### src/rtl/tce_pkg.sv
package tce_pkg;

   localparam int unsigned TCE_CODE_W = 8;

   // default code table
   localparam logic [TCE_CODE_W-1:0] TCE_GATE_RISE = 8'hB1;
   localparam logic [TCE_CODE_W-1:0] TCE_GATE_FALL = 8'hD1;
   localparam logic [TCE_CODE_W-1:0] TCE_CNT_RISE  = 8'hC5;
   localparam logic [TCE_CODE_W-1:0] TCE_CAL_RISE  = 8'h89;

   // event slots; the index is the priority (0 = highest)
   typedef enum int unsigned {
      EV_GATE_RISE = 0,
      EV_GATE_FALL = 1,
      EV_CNT_RISE  = 2,
      EV_CAL_RISE  = 3,
      EV_FCMD      = 4
   } tce_event_e;

   localparam int unsigned TCE_N_EV = 5;

endpackage

### src/rtl/tce_edge_det.sv
module tce_edge_det #(
   parameter int unsigned SYNC_STAGES = 2,
   parameter bit          DETECT_FALL = 1'b0,
   localparam int unsigned N_OUT      = DETECT_FALL ? 2 : 1
) (
   input  logic             clk,
   input  logic             rst_n,
   input  logic             lvl_i,
   output logic [N_OUT-1:0] pulse_o   // [0] rise, [1] fall when enabled
);

   logic [SYNC_STAGES:0] sync_q;
   logic [N_OUT-1:0]     pulse_q;

   if (SYNC_STAGES < 2) begin : g_bad_sync
      $error("tce_edge_det: SYNC_STAGES must be at least 2");
   end

   always_ff @(posedge clk or negedge rst_n) begin
      if (!rst_n) sync_q <= '0;
      else        sync_q <= {sync_q[SYNC_STAGES-1:0], lvl_i};
   end

   always_ff @(posedge clk or negedge rst_n) begin
      if (!rst_n) pulse_q[0] <= 1'b0;
      else        pulse_q[0] <= sync_q[SYNC_STAGES-1] & ~sync_q[SYNC_STAGES];
   end

   if (DETECT_FALL) begin : g_fall
      always_ff @(posedge clk or negedge rst_n) begin
         if (!rst_n) pulse_q[N_OUT-1] <= 1'b0;
         else        pulse_q[N_OUT-1] <= ~sync_q[SYNC_STAGES-1] & sync_q[SYNC_STAGES];
      end
   end

   assign pulse_o = pulse_q;

   AST_RISE_SINGLE: assert property (@(posedge clk) disable iff (!rst_n)
      pulse_q[0] |=> !pulse_q[0]);

endmodule

### src/rtl/tce_cmd_pipe.sv
module tce_cmd_pipe #(
   parameter int unsigned SYNC_STAGES = 2,
   parameter int unsigned CODE_W      = 8
) (
   input  logic              clk,
   input  logic              rst_n,
   input  logic              we_i,
   input  logic [CODE_W-1:0] code_i,
   output logic              pulse_o,
   output logic [CODE_W-1:0] code_o
);

   logic [SYNC_STAGES:0]             vld_q;
   logic [SYNC_STAGES:0][CODE_W-1:0] cod_q;

   for (genvar s = 0; s <= SYNC_STAGES; s++) begin : g_stage
      if (s == 0) begin : g_head
         always_ff @(posedge clk or negedge rst_n) begin
            if (!rst_n) begin
               vld_q[0] <= 1'b0;
               cod_q[0] <= '0;
            end else begin
               vld_q[0] <= we_i;
               cod_q[0] <= code_i;
            end
         end
      end else begin : g_body
         always_ff @(posedge clk or negedge rst_n) begin
            if (!rst_n) begin
               vld_q[s] <= 1'b0;
               cod_q[s] <= '0;
            end else begin
               vld_q[s] <= vld_q[s-1];
               cod_q[s] <= cod_q[s-1];
            end
         end
      end
   end

   // only codes with both framing bits set may become frames
   assign pulse_o = vld_q[SYNC_STAGES] & cod_q[SYNC_STAGES][CODE_W-1] & cod_q[SYNC_STAGES][0];
   assign code_o  = cod_q[SYNC_STAGES];

endmodule

### src/rtl/tce_arbiter.sv
module tce_arbiter #(
   parameter int unsigned N_EV   = 5,
   parameter int unsigned CODE_W = 8
) (
   input  logic                        clk,
   input  logic                        rst_n,
   input  logic [N_EV-1:0]             ev_pulse_i,
   input  logic [N_EV-1:0][CODE_W-1:0] code_tab_i,
   input  logic                        take_i,
   output logic                        req_valid_o,
   output logic [CODE_W-1:0]           req_code_o
);

   logic [N_EV-1:0] pend_q;
   logic [N_EV-1:0] ahead;
   logic [N_EV-1:0] pick;
   logic [N_EV-1:0] grant;

   for (genvar i = 0; i < N_EV; i++) begin : g_prio
      if (i == 0) begin : g_top
         assign ahead[i] = 1'b0;
      end else begin : g_rest
         assign ahead[i] = ahead[i-1] | pend_q[i-1];
      end
      assign pick[i]  = pend_q[i] & ~ahead[i];
      assign grant[i] = pick[i] & take_i;

      AST_PEND_HELD: assert property (@(posedge clk) disable iff (!rst_n)
         (pend_q[i] && !take_i) |=> pend_q[i]);
   end

   always_ff @(posedge clk or negedge rst_n) begin
      if (!rst_n) pend_q <= '0;
      else        pend_q <= (pend_q & ~grant) | ev_pulse_i;
   end

   always_comb begin
      req_code_o = '0;
      for (int i = 0; i < N_EV; i++) begin
         if (pick[i]) req_code_o = req_code_o | code_tab_i[i];
      end
   end

   assign req_valid_o = |pend_q;

   AST_GRANT_ONEHOT: assert property (@(posedge clk) disable iff (!rst_n)
      $onehot0(grant));

endmodule

### src/rtl/tce_serializer.sv
module tce_serializer #(
   parameter int unsigned CODE_W = 8,
   localparam int unsigned FRAME_W = CODE_W + 1,
   localparam int unsigned CNT_W   = $clog2(FRAME_W)
) (
   input  logic              clk,
   input  logic              rst_n,
   input  logic              req_valid_i,
   input  logic [CODE_W-1:0] req_code_i,
   output logic              take_o,
   output logic              ser_o
);

   localparam logic [CNT_W-1:0] LAST_BIT = CNT_W'(FRAME_W - 1);

   logic [FRAME_W-1:0] shreg_q;
   logic [CNT_W-1:0]   bitcnt_q;
   logic               busy_q;
   logic               line_p;
   logic               line_n;

   // free while idle or on the last bit of the current frame
   assign take_o = !busy_q || (bitcnt_q == LAST_BIT);

   always_ff @(posedge clk or negedge rst_n) begin
      if (!rst_n) begin
         shreg_q  <= '0;
         bitcnt_q <= '0;
         busy_q   <= 1'b0;
      end else if (take_o) begin
         if (req_valid_i) begin
            shreg_q  <= {1'b1, req_code_i};
            bitcnt_q <= '0;
            busy_q   <= 1'b1;
         end else begin
            bitcnt_q <= '0;
            busy_q   <= 1'b0;
         end
      end else begin
         shreg_q  <= {shreg_q[FRAME_W-2:0], 1'b0};
         bitcnt_q <= bitcnt_q + 1'b1;
      end
   end

   always_ff @(posedge clk or negedge rst_n) begin
      if (!rst_n) line_p <= 1'b0;
      else        line_p <= busy_q & shreg_q[FRAME_W-1];
   end

   // half-cycle retime on the opposite edge
   always_ff @(negedge clk or negedge rst_n) begin
      if (!rst_n) line_n <= 1'b0;
      else        line_n <= line_p;
   end

   assign ser_o = line_n;

   AST_START_PAIR: assert property (@(posedge clk) disable iff (!rst_n)
      (busy_q && bitcnt_q < CNT_W'(2)) |=> line_p);
   AST_STOP_BIT: assert property (@(posedge clk) disable iff (!rst_n)
      (busy_q && bitcnt_q == LAST_BIT) |=> line_p);
   AST_LEGAL_LOAD: assert property (@(posedge clk) disable iff (!rst_n)
      (take_o && req_valid_i) |-> (req_code_i[CODE_W-1] && req_code_i[0]));

endmodule

### src/rtl/tcmd_encoder.sv
module tcmd_encoder
   import tce_pkg::*;
#(
   parameter int unsigned       CODE_W         = TCE_CODE_W,
   parameter int unsigned       SYNC_STAGES    = 2,
   parameter logic [CODE_W-1:0] GATE_RISE_CODE = CODE_W'(TCE_GATE_RISE),
   parameter logic [CODE_W-1:0] GATE_FALL_CODE = CODE_W'(TCE_GATE_FALL),
   parameter logic [CODE_W-1:0] CNT_RISE_CODE  = CODE_W'(TCE_CNT_RISE),
   parameter logic [CODE_W-1:0] CAL_RISE_CODE  = CODE_W'(TCE_CAL_RISE)
) (
   input  logic              clk,
   input  logic              rst_n,
   input  logic              gate_in,
   input  logic              cnt_rst_in,
   input  logic              calib_in,
   input  logic              fcmd_we,
   input  logic [CODE_W-1:0] fcmd_code,
   output logic              ser_out
);

   localparam int unsigned N_EV = TCE_N_EV;

   function automatic bit code_ok(logic [CODE_W-1:0] c);
      return c[CODE_W-1] && c[0];
   endfunction

   localparam bit TABLE_OK = code_ok(GATE_RISE_CODE) && code_ok(GATE_FALL_CODE) &&
                             code_ok(CNT_RISE_CODE)  && code_ok(CAL_RISE_CODE);

   if (CODE_W < 3) begin : g_bad_width
      $error("tcmd_encoder: CODE_W must be at least 3");
   end
   if (!TABLE_OK) begin : g_bad_table
      $error("tcmd_encoder: every table code needs its top and bottom bits set");
   end

   logic [1:0]                  gate_ev;
   logic [0:0]                  cnt_ev;
   logic [0:0]                  cal_ev;
   logic                        cmd_pulse;
   logic [CODE_W-1:0]           cmd_code;
   logic [CODE_W-1:0]           fcmd_q;
   logic [N_EV-1:0]             ev_pulse;
   logic [N_EV-1:0][CODE_W-1:0] code_tab;
   logic                        take;
   logic                        req_valid;
   logic [CODE_W-1:0]           req_code;

   tce_edge_det #(.SYNC_STAGES(SYNC_STAGES), .DETECT_FALL(1'b1)) u_gate (
      .clk(clk), .rst_n(rst_n), .lvl_i(gate_in), .pulse_o(gate_ev));

   tce_edge_det #(.SYNC_STAGES(SYNC_STAGES), .DETECT_FALL(1'b0)) u_cnt (
      .clk(clk), .rst_n(rst_n), .lvl_i(cnt_rst_in), .pulse_o(cnt_ev));

   tce_edge_det #(.SYNC_STAGES(SYNC_STAGES), .DETECT_FALL(1'b0)) u_cal (
      .clk(clk), .rst_n(rst_n), .lvl_i(calib_in), .pulse_o(cal_ev));

   tce_cmd_pipe #(.SYNC_STAGES(SYNC_STAGES), .CODE_W(CODE_W)) u_cmd (
      .clk(clk), .rst_n(rst_n), .we_i(fcmd_we), .code_i(fcmd_code),
      .pulse_o(cmd_pulse), .code_o(cmd_code));

   // latest legal fast-command code wins while its slot is pending
   always_ff @(posedge clk or negedge rst_n) begin
      if (!rst_n)         fcmd_q <= '0;
      else if (cmd_pulse) fcmd_q <= cmd_code;
   end

   assign ev_pulse[EV_GATE_RISE] = gate_ev[0];
   assign ev_pulse[EV_GATE_FALL] = gate_ev[1];
   assign ev_pulse[EV_CNT_RISE]  = cnt_ev[0];
   assign ev_pulse[EV_CAL_RISE]  = cal_ev[0];
   assign ev_pulse[EV_FCMD]      = cmd_pulse;

   assign code_tab[EV_GATE_RISE] = GATE_RISE_CODE;
   assign code_tab[EV_GATE_FALL] = GATE_FALL_CODE;
   assign code_tab[EV_CNT_RISE]  = CNT_RISE_CODE;
   assign code_tab[EV_CAL_RISE]  = CAL_RISE_CODE;
   assign code_tab[EV_FCMD]      = fcmd_q;

   tce_arbiter #(.N_EV(N_EV), .CODE_W(CODE_W)) u_arb (
      .clk(clk), .rst_n(rst_n), .ev_pulse_i(ev_pulse), .code_tab_i(code_tab),
      .take_i(take), .req_valid_o(req_valid), .req_code_o(req_code));

   tce_serializer #(.CODE_W(CODE_W)) u_ser (
      .clk(clk), .rst_n(rst_n), .req_valid_i(req_valid), .req_code_i(req_code),
      .take_o(take), .ser_o(ser_out));

endmodule

### config.mk
export PLATFORM = sky130hd
export DESIGN_NAME = tcmd_encoder
export DESIGN_NICKNAME = d
export VERILOG_FILES = /design/src/rtl/tce_pkg.sv /design/src/rtl/tce_edge_det.sv /design/src/rtl/tce_cmd_pipe.sv /design/src/rtl/tce_arbiter.sv /design/src/rtl/tce_serializer.sv /design/src/rtl/tcmd_encoder.sv
export SDC_FILE = /design/constraint.sdc
export NUM_CORES = 1
export LEC_CHECK = 0
export CAP_MARGIN = 10
export CORE_AREA = 2 2 65 67
export CTS_CLUSTER_DIAMETER = 150
export DETAILED_ROUTE_END_ITERATION = 12
export DIE_AREA = 0 0 67 69
export DONT_BUFFER_PORTS = 1
export GPL_TIMING_DRIVEN = 0
export PLACE_DENSITY_LB_ADDON = 0.05
export SLEW_MARGIN = 15
export SYNTH_ARGS = -nofsm -noshare
export SYNTH_HDL_FRONTEND = slang
export SYNTH_SLANG_ARGS = --single-unit
export TNS_END_PERCENT = 30
### constraint.sdc
create_clock -name clk -period 5.05 [get_ports clk]
set_input_delay 1.01 -clock clk [delete_from_list [all_inputs] [get_ports clk]]
set_output_delay 1.01 -clock clk [all_outputs]
set_load 0.1 [all_outputs]
==> impl_metrics.tcl <==
set metrics [dict create \
    outcome "finished, final reports clean" \
    h-tree-depth 3 \
    synth_cell_types 31 \
    tns_ps 0 \
    yosys_warnings 0 \
    drt_first_iter_violations 42 \
    worst_pin_slew_ps 859 \
    grt_pass1_vias 1167 \
    reg2reg_depth 0 \
    grt_usage_pct 15.5 \
    r2r-start "u_ser.line_p" \
    cts.sinks 69 \
    cp.required_ps 4040 \
    slew_headroom_pct 42.8 \
    worstHoldPathCells 0 \
    place_inst 199 \
    antenna_found_initial 0 \
    async_flop_share_pct 100 \
    grtUsageMet1_pct 16.9 \
    ys_ff_latch 69 \
    grt_overflow 0 \
    final_cell_mix "68 x dfrtp_1, 9 x nor2_1, 9 x clkbuf_8" \
    drive_gt1_share_pct 14.5 \
    ant_nets 0 \
    place_hpwl_um 1840 \
    met2_usage_pct 24.2 \
    pin_count 15 \
    clockBufferDepth 2 \
    dr.pass1.iters 4 \
    ys_seq_area_share_pct 76.6 \
    r2r_end "u_ser.ser_o" \
    peakVddDrop_uv 273 \
    mappedNetlistNets 165 \
    synth_edf_count 0 \
    powerDensity_mw_per_mm2 505 \
    row_count 23 \
    cts_tree "built" \
    leakagePower_nw 1.13 \
    core_mm2 0.00391 \
    worst_slack_ps 225 \
    critPathMaxFanout 1 \
    grt_use_met3_pct 6.85 \
    hold_class "flop to flop" \
    insertedDiodeCount 0 \
    place_ws_ps 562 \
    critPathKind "flop to primary output" \
    grt_pass1_wl_um 5080 \
    die_w_um 67 \
    rsz0062_at_grt "no" \
    hold_violations 0 \
    ctsResizeCount 0 \
    dpl-instance-area_mm2 0.00232 \
    grt_start_max_net_pins 70 \
    wl_per_cell_um 13.5 \
    vias 1126 \
    syn_area_mm2 0.00225 \
    finalPower_mw 1.27 \
    final_core_util_pct 64.5 \
    setup_viol 0 \
    io_buffers 0 \
    place_congestion 0.819 \
    area_delta_synth_final_pct 12.0 \
    syn_area_per_cell_um2 15.1 \
    critPathCaptureType "primary output" \
    synthCells 149 \
    ctsHoldBuffers 0 \
    drv_cap 0 \
    cts_made_buffers 9 \
    clk_pin_slew_ps 60 \
    nNetsFinal 176 \
    synth-main-ff-cell "dfrtp_1" \
    final_cell_area_mm2 0.00252 \
    startpoint "u_ser.ser_o" \
    top_usage_layer "met2" \
    start_util_pct 57.6 \
    final_cell_count_no_fill 215 \
    drcViolationCount 0 \
    path_depth 0 \
    hp-start "u_cmd.cod_q[7]" \
    holdWs_ps 348 \
    root_buffer "clkbuf_8" \
    routed_wl_um 2890 \
    dieArea_mm2 0.00462 \
    r2r_slack_ps 2000 \
    maxSlewViolCount 0 \
    layout_commonest_cell "dfrtp_1" \
    cp-start-kind "flop" \
    crit_end "ser_out" \
    die_y_um 69 \
    worstPathArrival_ps 3820 \
    via_per_inst 5.24 \
    clk_latency_ps 330 \
    fin_skew_ps 9.33 \
    cts_setup_buffers 0 \
]
-- layout make-up --
class                           count  area (um2)
Sequential cell                    69        1730
Inverter                            5        18.8
Buffer                              3        11.3
Clock inverter                      4        72.6
Fill cell                         306        1390
Multi-Input combinational cell     72         498
Clock buffer                       12         135
Tap cell                           50        62.6
-- report_power, final --
group | internal [mW] | total [mW] | leakage, nW | switching (mW)
clock network | 0.278 | 0.461 | 0.101 | 0.183
registers | 0.629 | 0.694 | 0.808 | 0.0643
logic | 0.0636 | 0.120 | 0.224 | 0.0560
-- worst min-delay path by stage --
stage / endpoint / slack [ps]
floorplan: u_cal.sync_q[1] / 330
global placement: u_cmd.code_o[2] / 330
detailed placement: u_cmd.cod_q[15] / 330
CTS: u_ser.line_p / 350
global route: u_cmd.code_o[6] / 350
finish: u_cmd.cod_q[15] / 350
-- layer usage --
| layer | part of all wire, % | wire (um) | vias up |
|---|---|---|---|
| met4 | 2.6 | 74 | 0 |
| met5 | 0 | 0 | - |
| met3 | 5.4 | 157 | 7 |
| li1 | - | - | 529 |
| met2 | 48 | 1400 | 27 |
| met1 | 44 | 1260 | 563 |
-- sequential cells by signal, indices dropped and copies added (netlist names), 2 cells and up --
register	count
u_cmd.cod_q	16
u_ser.shreg_q	9
fcmd_q	8
u_cmd.code_o	8
u_arb.pend_q	5
u_ser.bitcnt_q	4
u_cal.sync_q	3
u_cmd.vld_q	3
u_cnt.sync_q	3
u_gate.sync_q	3
u_gate.pulse_o	2
-- cells by family after synthesis --
family | count (synthesis) | share of synthesized area (%)
multiplexers | 11 | 5.55
XOR/XNOR | 2 | 0.777
buffers and inverters | 8 | 1.33
adder cells (fa/ha/maj) | 2 | 1.11
AND/OR/NAND/NOR | 35 | 7.99
AO/OA/AOI/OAI | 22 | 6.66
flip-flops | 69 | 76.6
-- synth_stat cells, drive strengths merged, types with 3 or more instances --
library cell | count | area share, %
clkbuf | 3 | 0.50
mux2 | 9 | 4.7
a21oi | 5 | 1.1
nor2b | 4 | 1.1
nand3 | 3 | 0.67
o21ai | 7 | 1.6
inv | 5 | 0.83
nand2b | 5 | 1.4
dfrtp | 68 | 75
nor2 | 9 | 1.5
nand2 | 7 | 1.2
No activity file was read; power rests on OpenSTA's default activity.
